$ cat src/rtl/mw_pkg.sv
package mw_pkg;

    parameter int DW      = 16;
    parameter int CNTW    = 5;
    parameter int NCS     = 4;
    parameter int IDXW    = 2;
    parameter int FLDW    = 6;
    parameter int SETW    = 2 * FLDW;
    parameter int GCW     = 3;
    parameter int MAXBITS = 16;
    parameter int BITW    = CNTW + 1;
    parameter int PCW     = 4;
    parameter int RCW     = 2;

    localparam logic [3:0] A_DATA = 4'h0;
    localparam logic [3:0] A_CTRL = 4'h2;
    localparam logic [3:0] A_SET1 = 4'h4;
    localparam logic [3:0] A_SET2 = 4'h6;
    localparam logic [3:0] A_GCLK = 4'h8;

    localparam int C_WR_LO  = 5;
    localparam int C_IDX_LO = 10;
    localparam int C_CMD    = 12;
    localparam int C_START  = 13;
    localparam int C_BUSY   = 14;
    localparam int C_RDY    = 15;

    typedef struct packed {
        logic [1:0] rate;
        logic       cs_lvl;
        logic       launch_fall;
        logic       sample_fall;
    } dev_cfg_t;

    function automatic dev_cfg_t field_of(input logic [SETW-1:0] s1,
                                          input logic [SETW-1:0] s2,
                                          input logic [IDXW-1:0] idx);
        logic [SETW-1:0] r;
        logic [FLDW-1:0] f;
        r = idx[1] ? s2 : s1;
        f = idx[0] ? r[SETW-1:FLDW] : r[FLDW-1:0];
        return dev_cfg_t'(f[4:0]);
    endfunction

    function automatic logic [PCW-1:0] prescale_last(input logic [1:0] code);
        case (code)
            2'd0:    return PCW'(1);
            2'd1:    return PCW'(3);
            2'd2:    return PCW'(6);
            default: return PCW'(9);
        endcase
    endfunction

    function automatic logic [RCW-1:0] rate_half_last(input logic [1:0] code);
        case (code)
            2'd0:    return RCW'(0);
            2'd1:    return RCW'(1);
            default: return RCW'(3);
        endcase
    endfunction

    function automatic logic [CNTW-1:0] clamp_cnt(input logic [CNTW-1:0] n);
        return (n > CNTW'(MAXBITS)) ? CNTW'(MAXBITS) : n;
    endfunction

endpackage

$ cat src/rtl/mw_clkgen.sv
module mw_clkgen
    import mw_pkg::*;
(
    input  logic       clk,
    input  logic       rst,
    input  logic       restart,
    input  logic       run,
    input  logic [1:0] pre_code,
    input  logic [1:0] rate_code,
    output logic       half_tick
);
    logic [PCW-1:0] pc_q;
    logic [RCW-1:0] rc_q;
    logic           pre_tick;

    assign pre_tick  = run && (pc_q == prescale_last(pre_code));
    assign half_tick = pre_tick && (rc_q == rate_half_last(rate_code));

    always_ff @(posedge clk) begin
        if (rst || restart) begin
            pc_q <= '0;
            rc_q <= '0;
        end else if (pre_tick) begin
            pc_q <= '0;
            rc_q <= half_tick ? '0 : rc_q + RCW'(1);
        end else if (run) begin
            pc_q <= pc_q + PCW'(1);
        end
    end
endmodule

$ cat src/rtl/mw_shifter.sv
module mw_shifter
    import mw_pkg::*;
(
    input  logic            clk,
    input  logic            rst,
    input  logic            start,
    input  logic [CNTW-1:0] wr_n,
    input  logic [CNTW-1:0] rd_n,
    input  logic [DW-1:0]   wdata,
    input  logic            launch_fall,
    input  logic            sample_fall,
    input  logic            half_tick,
    input  logic            sdi,
    output logic            sclk,
    output logic            sdo,
    output logic            busy,
    output logic            fin,
    output logic [DW-1:0]   rx
);
    logic            act_q, fin_q, sclk_q, sdo_q;
    logic [BITW-1:0] bitn_q, tot_q, wrn_q;
    logic [DW-1:0]   wsh_q, rsh_q;
    logic [DW-1:0]   rsh_nx;
    logic            in_wr, last;

    assign rsh_nx = {rsh_q[DW-2:0], sdi};
    assign in_wr  = bitn_q < wrn_q;
    assign last   = bitn_q == (tot_q - BITW'(1));

    always_ff @(posedge clk) begin
        if (rst) begin
            act_q  <= 1'b0;
            fin_q  <= 1'b0;
            sclk_q <= 1'b0;
            sdo_q  <= 1'b0;
            bitn_q <= '0;
            tot_q  <= '0;
            wrn_q  <= '0;
            wsh_q  <= '0;
            rsh_q  <= '0;
        end else begin
            fin_q <= 1'b0;
            if (start) begin
                act_q  <= 1'b1;
                sclk_q <= 1'b0;
                bitn_q <= '0;
                tot_q  <= BITW'(wr_n) + BITW'(rd_n);
                wrn_q  <= BITW'(wr_n);
                rsh_q  <= '0;
                if (launch_fall && wr_n != '0) begin
                    sdo_q <= wdata[DW-1];
                    wsh_q <= {wdata[DW-2:0], 1'b0};
                end else begin
                    sdo_q <= 1'b0;
                    wsh_q <= wdata;
                end
            end else if (act_q) begin
                if (tot_q == '0) begin
                    act_q <= 1'b0;
                    fin_q <= 1'b1;
                end else if (half_tick) begin
                    if (!sclk_q) begin
                        sclk_q <= 1'b1;
                        if (in_wr && !launch_fall) begin
                            sdo_q <= wsh_q[DW-1];
                            wsh_q <= {wsh_q[DW-2:0], 1'b0};
                        end
                        if (!in_wr && !sample_fall)
                            rsh_q <= rsh_nx;
                    end else begin
                        sclk_q <= 1'b0;
                        if (in_wr && launch_fall && (bitn_q + BITW'(1) < wrn_q)) begin
                            sdo_q <= wsh_q[DW-1];
                            wsh_q <= {wsh_q[DW-2:0], 1'b0};
                        end
                        if (!in_wr && sample_fall)
                            rsh_q <= rsh_nx;
                        bitn_q <= bitn_q + BITW'(1);
                        if (last) begin
                            act_q <= 1'b0;
                            fin_q <= 1'b1;
                            sdo_q <= 1'b0;
                        end
                    end
                end
            end
        end
    end

    assign sclk = sclk_q;
    assign sdo  = sdo_q;
    assign busy = act_q | fin_q;
    assign fin  = fin_q;
    assign rx   = rsh_q;
endmodule

$ cat src/rtl/mwire_master.sv
module mwire_master
    import mw_pkg::*;
(
    input  logic          clk,
    input  logic          rst,
    input  logic          bus_sel,
    input  logic          bus_we,
    input  logic [3:0]    bus_addr,
    input  logic [DW-1:0] bus_wdata,
    output logic [DW-1:0] bus_rdata,
    output logic          sclk,
    output logic          sdo,
    input  logic          sdi,
    output logic [NCS-1:0] cs_out
);
    logic [DW-1:0]   dreg_q;
    logic [CNTW-1:0] rd_q, wr_q;
    logic [IDXW-1:0] idx_q;
    logic [SETW-1:0] s1_q, s2_q;
    logic [GCW-1:0]  g_q;
    logic [NCS-1:0]  cs_act_q;
    logic            cs_busy_q, rdy_q;

    logic            xbusy, fin, half_tick, busy;
    logic [DW-1:0]   rx;
    logic            wr_acc, ctrl_wr, accept, go, data_rd;
    logic [IDXW-1:0] w_idx, eff_idx;
    logic [CNTW-1:0] w_wr, w_rd;
    dev_cfg_t        cfg;

    assign busy    = cs_busy_q | xbusy;
    assign wr_acc  = bus_sel & bus_we;
    assign ctrl_wr = wr_acc & (bus_addr == A_CTRL);
    assign accept  = ctrl_wr & ~busy;
    assign go      = accept & bus_wdata[C_START];
    assign data_rd = bus_sel & ~bus_we & (bus_addr == A_DATA);
    assign w_idx   = bus_wdata[C_IDX_LO +: IDXW];
    assign w_wr    = clamp_cnt(bus_wdata[C_WR_LO +: CNTW]);
    assign w_rd    = clamp_cnt(bus_wdata[0 +: CNTW]);
    assign eff_idx = go ? w_idx : idx_q;
    assign cfg     = field_of(s1_q, s2_q, eff_idx);

    mw_clkgen u_clk (
        .clk       (clk),
        .rst       (rst),
        .restart   (go),
        .run       (xbusy & g_q[0]),
        .pre_code  (g_q[2:1]),
        .rate_code (cfg.rate),
        .half_tick (half_tick)
    );

    mw_shifter u_shf (
        .clk         (clk),
        .rst         (rst),
        .start       (go),
        .wr_n        (w_wr),
        .rd_n        (w_rd),
        .wdata       (dreg_q),
        .launch_fall (cfg.launch_fall),
        .sample_fall (cfg.sample_fall),
        .half_tick   (half_tick),
        .sdi         (sdi),
        .sclk        (sclk),
        .sdo         (sdo),
        .busy        (xbusy),
        .fin         (fin),
        .rx          (rx)
    );

    always_ff @(posedge clk) begin
        if (rst) begin
            dreg_q    <= '0;
            rd_q      <= '0;
            wr_q      <= '0;
            idx_q     <= '0;
            s1_q      <= '0;
            s2_q      <= '0;
            g_q       <= '0;
            cs_act_q  <= '0;
            cs_busy_q <= 1'b0;
            rdy_q     <= 1'b0;
        end else begin
            cs_busy_q <= 1'b0;
            if (wr_acc) begin
                case (bus_addr)
                    A_DATA:  dreg_q <= bus_wdata;
                    A_SET1:  s1_q   <= bus_wdata[SETW-1:0];
                    A_SET2:  s2_q   <= bus_wdata[SETW-1:0];
                    A_GCLK:  g_q    <= bus_wdata[GCW-1:0];
                    default: ;
                endcase
            end
            if (accept) begin
                rd_q  <= w_rd;
                wr_q  <= w_wr;
                idx_q <= w_idx;
                if (bus_wdata[C_START]) begin
                    rdy_q <= 1'b0;
                end else begin
                    cs_act_q[w_idx] <= bus_wdata[C_CMD];
                    cs_busy_q       <= 1'b1;
                end
            end
            if (data_rd)
                rdy_q <= 1'b0;
            if (fin && rd_q != '0) begin
                dreg_q <= rx;
                rdy_q  <= 1'b1;
            end
        end
    end

    for (genvar i = 0; i < NCS; i++) begin : g_cs
        dev_cfg_t ci;
        assign ci        = field_of(s1_q, s2_q, IDXW'(i));
        assign cs_out[i] = cs_act_q[i] ? ci.cs_lvl : ~ci.cs_lvl;
    end

    always_comb begin
        bus_rdata = '0;
        case (bus_addr)
            A_DATA: bus_rdata = dreg_q;
            A_CTRL: bus_rdata = {rdy_q, busy, 1'b0, cs_act_q[idx_q], idx_q, wr_q, rd_q};
            A_SET1: bus_rdata = {{(DW-SETW){1'b0}}, s1_q};
            A_SET2: bus_rdata = {{(DW-SETW){1'b0}}, s2_q};
            A_GCLK: bus_rdata = {{(DW-GCW){1'b0}}, g_q};
            default: bus_rdata = '0;
        endcase
    end
endmodule

$ cat config.mk
export PLATFORM = sky130hd
export DESIGN_NAME = mwire_master
export DESIGN_NICKNAME = d
export VERILOG_FILES = /design/src/rtl/mw_pkg.sv /design/src/rtl/mw_clkgen.sv /design/src/rtl/mw_shifter.sv /design/src/rtl/mwire_master.sv
export SDC_FILE = /design/constraint.sdc
export NUM_CORES = 1
export LEC_CHECK = 0
export ABC_CLOCK_PERIOD_IN_PS = 11300
export BUFFER_PORTS_ARGS = -buffer_cell sky130_fd_sc_hd__clkbuf_2
export CORE_ASPECT_RATIO = 1.25
export CORE_MARGIN = 4
export CORE_UTILIZATION = 65
export DETAILED_ROUTE_END_ITERATION = 8
export MAX_ROUTING_LAYER = met4
export PLACE_DENSITY = 0.85
export SLEW_MARGIN = 20
export SYNTH_ARGS = -nofsm -noshare
export SYNTH_HDL_FRONTEND = slang
export SYNTH_SLANG_ARGS = --single-unit
export TNS_END_PERCENT = 100
$ cat constraint.sdc
create_clock -name clk -period 11.3 [get_ports clk]
set_input_delay 2.26 -clock clk [delete_from_list [all_inputs] [get_ports clk]]
set_output_delay 2.26 -clock clk [all_outputs]
set_load 0.005 [all_outputs]
# Yosys cells after proc, flatten, opt, wreduce, memory -nomap -nowiden
# Cells that the tools add are included.
# op_classes
addsub	5
multipliers	0
div	0
order_cmp	7
eq_ne	14
n_shift	0
muxes	57
bitwise	19
n_reduce_logical	43
# ops
op	count
16-bit 2-to-1 mux	14
16-bit one-hot mux with 5 select lines	1
1-bit 2-to-1 mux	31
5-bit 2-to-1 mux	3
5-bit AND reduction	3
6-bit by 5-bit < comparator with 1-bit output	2
4-bit one-hot mux with 3 select lines	1
2-bit AND reduction	6
11-bit 2-to-1 mux	1
5-bit greater-than comparator, second input constant	2
1-bit logical AND	10
1-bit NOT	10
2-bit nonzero test	5
5-bit nonzero test	2
3-bit nonzero test	3
4-bit by 3-bit equality test with 1-bit output, second input constant	2
1-bit AND	7
5-bit by 5-bit adder with 6-bit output	1
6-bit by 1-bit adder with 6-bit output, second input constant	1
6-bit equality test	1
6-bit logical NOT	1
2-bit by 3-bit < comparator with 1-bit output, second input constant	2
2-bit OR reduction	3
6-bit by 1-bit subtractor with 6-bit output, second input constant	1
other kinds (25)	32
# word_totals
register_bits	120
latch_bits	0
ram_bits	0
romBits	0
in_bits	25
output_inout_bits	22
memories	0

# Logic depth before layout (Yosys ltp)
# logic_depth
depth_word	17
depth_mapped	12
ltp_nobuf	11

# Cells and area by module
# Synthesis repeated with hierarchy kept, for this count alone.
# hier_totals
hier_cells	730
hier_area_um2	6521.3
# modules_own_cells
module	n_inst	cells_each	area_per_inst_um2	seq_area_each_um2
mwire_master	1	356	3089.2	1221.2
mw_shifter	1	329	3026.7	1061.0
mw_clkgen	1	45	405.4	120.1

# Worst setup path before layout
# OpenSTA, ideal clock, no wires.
# synth_timing
path_type	input to output
from	in bus_addr[0]
to	out bus_rdata[14]
t_arrival_ns	3.483
required_ns	9.040
path_slack_ns	5.557
stages	4
path_buffers	1
cell_sequence	nor4_1 > clkbuf_1 > nand2_1 > o21ai_0
# synth_via
elab_chain_len	2
elab_cells_between_ends	6
classes_between	eq/ne: 4; mux: 1; reduce/logical: 1
# synth_rtl
element	line	rtl
start, declared	mwire_master.sv:8	input logic [3:0] bus_addr,
4-bit equality test (tied with other cells)	mwire_master.sv:122	case (bus_addr)
16-bit one-hot mux with 5 select lines (*)	mwire_master.sv:122	
end, declared	mwire_master.sv:10	output logic [DW-1:0] bus_rdata,
# Mark *: on every way between the ends. The rest lies on a longest branch, timed or not.

# Worst setup path after layout
# Ends and elaborated chain as after synthesis.

==> results.txt <==
----------------------------------------------------
[Floorplanning]
  Starting density of the core ... 67.4%
  Overall die width ... 98 microns
  Core box area ... 9760 sq um
  Cell Rows ... 40
  Chip Height ... 121 microns
  Number of top-level design ports ... 47
  Area of the die ... 11800 sq um

[Finish]
  Synth-to-Final Area Change ... 12.5%
  Count of fill cells added during filler insertion ... 683
  Number of nets in the layout ... 849
  Area of all sequential standard cells ... 2400 sq um
  Number of antenna repair diodes ... 0
  Fraction of final layout cells sized beyond drive strength 1 ... 15.4%
  Multi-input combinational cell area ... 3910 sq um

[Logic synthesis]
  Unique masters post-synth ... 72
  Post-synth top area share ... 36.5%
  Cell area after synthesis ... 6580 sq um
  Synth async-reset ratio ... 0%
  Post-synthesis cell type with the largest combined area ... sky130_fd_sc_hd__dfxtp_1
  Synthesized area divided by synthesized cell count ... 8.44 sq um
  Leading post-synthesis cells by instance count ... sky130_fd_sc_hd__nand2_1, sky130_fd_sc_hd__dfxtp_1, sky130_fd_sc_hd__a21oi_1
  Synth Instances ... 780
  Cell types occupying the most area after synthesis ... sky130_fd_sc_hd__dfxtp_1, sky130_fd_sc_hd__mux2i_1, sky130_fd_sc_hd__nand2_1
  Prevailing post-synth register cell ... sky130_fd_sc_hd__dfxtp_1
  Total of flip-flops plus latches after synthesis ... 120
  Most frequently used cell type in the post-synthesis netlist ... sky130_fd_sc_hd__nand2_1
  Register area share after synthesis ... 36.5%
  Number of warnings issued by yosys ... 0
  Number of enable flip-flop cells after synthesis ... 0
  Nets in the synthesized netlist ... 825

[Timing]
  Minimum clock period after layout ... 6.00 ns
  Total of endpoints with negative setup slack in the final report ... 0
  Final critical-path setup slack ... 5.30 ns
  Final sum of negative setup slack ... 0 ns
  Slew at the pin with the worst max-slew slack ... 1.12 ns
  Final clock period utilization by the worst path ... 53.1%
  Worst hold slack across all endpoints ... 0.453 ns
  Clk_skew ... 0.0116 ns
  Hold violation total from the final report ... 0
  Maximum achievable frequency ... 167 MHz
  Number of max-slew violations in the final report ... 0
  Unrepaired setup endpoints after global routing ... no
  Worst-case headroom to the max-slew limit ... 25.4%

[Clocking]
  H-tree Lvls ... 4
  CTS tree ... built
  Reg clk slew, reported paths ... 0.05 ns
  Post-cts gate resize count ... 0
  Clock buffer depth ... 2
  Num Clock Sinks ... 120
  Clock latency on the worst-skew pair ... 0.41 ns
  Count of hold-fix buffers inserted at cts ... 0
  Number of buffers created by CTS ... 17
  CTS Root Buffer Type ... sky130_fd_sc_hd__clkbuf_16
  Setup repair bufs after CTS ... 0

[Pwr]
  Clock group share of total power ... 51.9%
  Power per standard cell area ... 133 nW/um^2
  Int Power ... 0.763 mW
  VDD IR-drop max ... 0.111 mV
  Net switching power ... 0.221 mW
  Seq pwr share ... 43.4%
  Leakage component of the power ... 2.77 nW
  Fraction of power spent switching nets ... 22.5%
  Combinational power share ... 4.7%

[GRT]
  Overall routing resource usage ... 32.9%
  First-pass GRT wire length ... 30200 microns
  Antenna violations before repair ... 0
  Total overflow reported by the global router ... 0
  Pin count of the biggest net entering global routing ... 92
  Vias in the first global route ... 6042

[Drt]
  DRC viols ... 1
  Vias ... 6237
  Post-detailed-routing wire length ... 19000 microns
  Via-to-Cell Ratio ... 6.61
  First-pass iteration count of the detailed router ... 9
  Iter 0 DRT Violations ... 904
  Remaining antenna violation count after routing ... 0
  Routed length per placed instance ... 20.1 microns

[Run status]
  Result of the run ... finished, violations left
  Violated checks ... DRC

[Placed design]
  Number of port buffers ... 46
  Sum of net half-perimeters after detailed placement ... 13100 microns
  Dpl ws ... 5.35 ns
  Placer congestion estimate ... 0.995

[Critical path]
  Endpoint kind of the worst setup timing path ... output pin
  Critical path data arrival time ... 3.74 ns
  Startpoint types ... input pin
  WS Path Type ... input pin to output pin
  Required arrival time at the worst endpoint ... 9.04 ns
  Reg-to-reg slack, setup ... 7.57 ns
  Critical path peak fanout ... 9

[Job]
  Number of max-cap violations ... 0

[Worst hold path]
  Path category of the worst min-delay check ... flip-flop to flip-flop

----------------------------------------------------
[critical path: stages]
cell                       delay (ns)
sky130_fd_sc_hd__clkbuf_2        0.15
sky130_fd_sc_hd__or4b_1          0.76
sky130_fd_sc_hd__o21ai_0         0.39
sky130_fd_sc_hd__clkbuf_2        0.18
[layout by cell type (no fill, tap or decap), types with 4 or more instances in the layout]
| master | n |
|---|---|
| sky130_fd_sc_hd__nand2_1 | 155 |
| sky130_fd_sc_hd__dfxtp_1 | 120 |
| sky130_fd_sc_hd__a21oi_1 | 79 |
| sky130_fd_sc_hd__mux2i_1 | 61 |
| sky130_fd_sc_hd__clkbuf_2 | 46 |
| sky130_fd_sc_hd__nor2_1 | 41 |
| sky130_fd_sc_hd__o21ai_0 | 28 |
| sky130_fd_sc_hd__nor2b_1 | 22 |
| sky130_fd_sc_hd__ha_1 | 19 |
| sky130_fd_sc_hd__a211oi_1 | 17 |
| sky130_fd_sc_hd__clkbuf_16 | 17 |
| sky130_fd_sc_hd__inv_1 | 16 |
| sky130_fd_sc_hd__xnor2_1 | 16 |
| sky130_fd_sc_hd__a222oi_1 | 12 |
| sky130_fd_sc_hd__buf_4 | 11 |
| sky130_fd_sc_hd__nand3_1 | 10 |
| sky130_fd_sc_hd__xor2_1 | 9 |
| sky130_fd_sc_hd__mux2_4 | 9 |
| sky130_fd_sc_hd__nand2b_1 | 9 |
| sky130_fd_sc_hd__nor3_1 | 8 |
| sky130_fd_sc_hd__mux2_2 | 7 |
| sky130_fd_sc_hd__and3_1 | 5 |
| sky130_fd_sc_hd__or4_1 | 5 |
| sky130_fd_sc_hd__nand4_1 | 5 |
| sky130_fd_sc_hd__or3_1 | 5 |
| sky130_fd_sc_hd__clkinv_2 | 5 |
| sky130_fd_sc_hd__nor4b_1 | 4 |
| sky130_fd_sc_hd__clkbuf_8 | 4 |
[sequential cells by signal, indices dropped and copies added (netlist names), 6 cells and up]
| register | count |
|---|---|
| u_shf.rx | 16 |
| u_shf.bitn_q | 6 |
| u_shf.tot_q | 6 |
| u_shf.wsh_q | 16 |
| dreg_q | 16 |
| s2_q | 12 |
| s1_q | 12 |
[layout make-up]
| cell class | instances | area share, % |
|---|---|---|
| Multi-Input combinational cell | 592 | 52.8 |
| Timing Repair Buffer | 57 | 4.23 |
| Clock inverter | 8 | 0.946 |
| Clock buffer | 24 | 6.64 |
| Tap cell | 126 | 2.13 |
| Sequential cell | 120 | 32.4 |
| Inverter | 16 | 0.811 |
[stage by stage]
step / cells / power, mW / instance area [sq um] / util (%)
global route: 943 / 1.01 / 7400 / 75.9
detailed placement: 911 / 0.480 / 6830 / 70.0
global placement: 911 / 0.478 / 6830 / 70.0
finish: 943 / 0.984 / 7400 / 75.9
CTS: 943 / 0.984 / 7400 / 75.8
floorplan: 780 / 0.462 / 6580 / -
[per-layer routing]
metal	global-route usage [%]	vias up	wire length (microns)
met5	-	-	0
met4	19.7	0	1110
met3	6.12	97	1800
met2	54.3	407	9140
met1	36.9	2910	6930
li1	-	2823	-
[path summary, 6_finish.rpt]
kind	cells past startpoint	to	start
max reg2reg	8	u_shf.wsh_q[1]	u_shf.fin
min	2	u_shf.wrn_q[3]	u_shf.wrn_q[3]
max	4	bus_rdata[14]	bus_addr[0]
min reg2reg	2	u_shf.wrn_q[3]	u_shf.wrn_q[3]
[power by group through the flow]
stage                     clock network, mW  registers [mW]  logic (mW)
final                                 0.510           0.427      0.0465
after global routing                  0.532           0.427      0.0490
after CTS                             0.512           0.427      0.0447
after detailed placement                  0           0.436      0.0441
after global placement                    0           0.436      0.0426
after floorplan                           0           0.435      0.0271
[logic make-up after synthesis]
| kind of cell | Yosys count | synth area share [%] |
|---|---|---|
| XOR/XNOR | 25 | 3.33 |
| AND/OR/NAND/NOR | 293 | 21.3 |
| buffers and inverters | 68 | 4.64 |
| adder cells (fa/ha/maj) | 20 | 3.92 |
| multiplexers | 78 | 12.9 |
| AO/OA/AOI/OAI | 176 | 17.5 |
| flip-flops | 120 | 36.5 |
(Power assumes the default switching activity.)
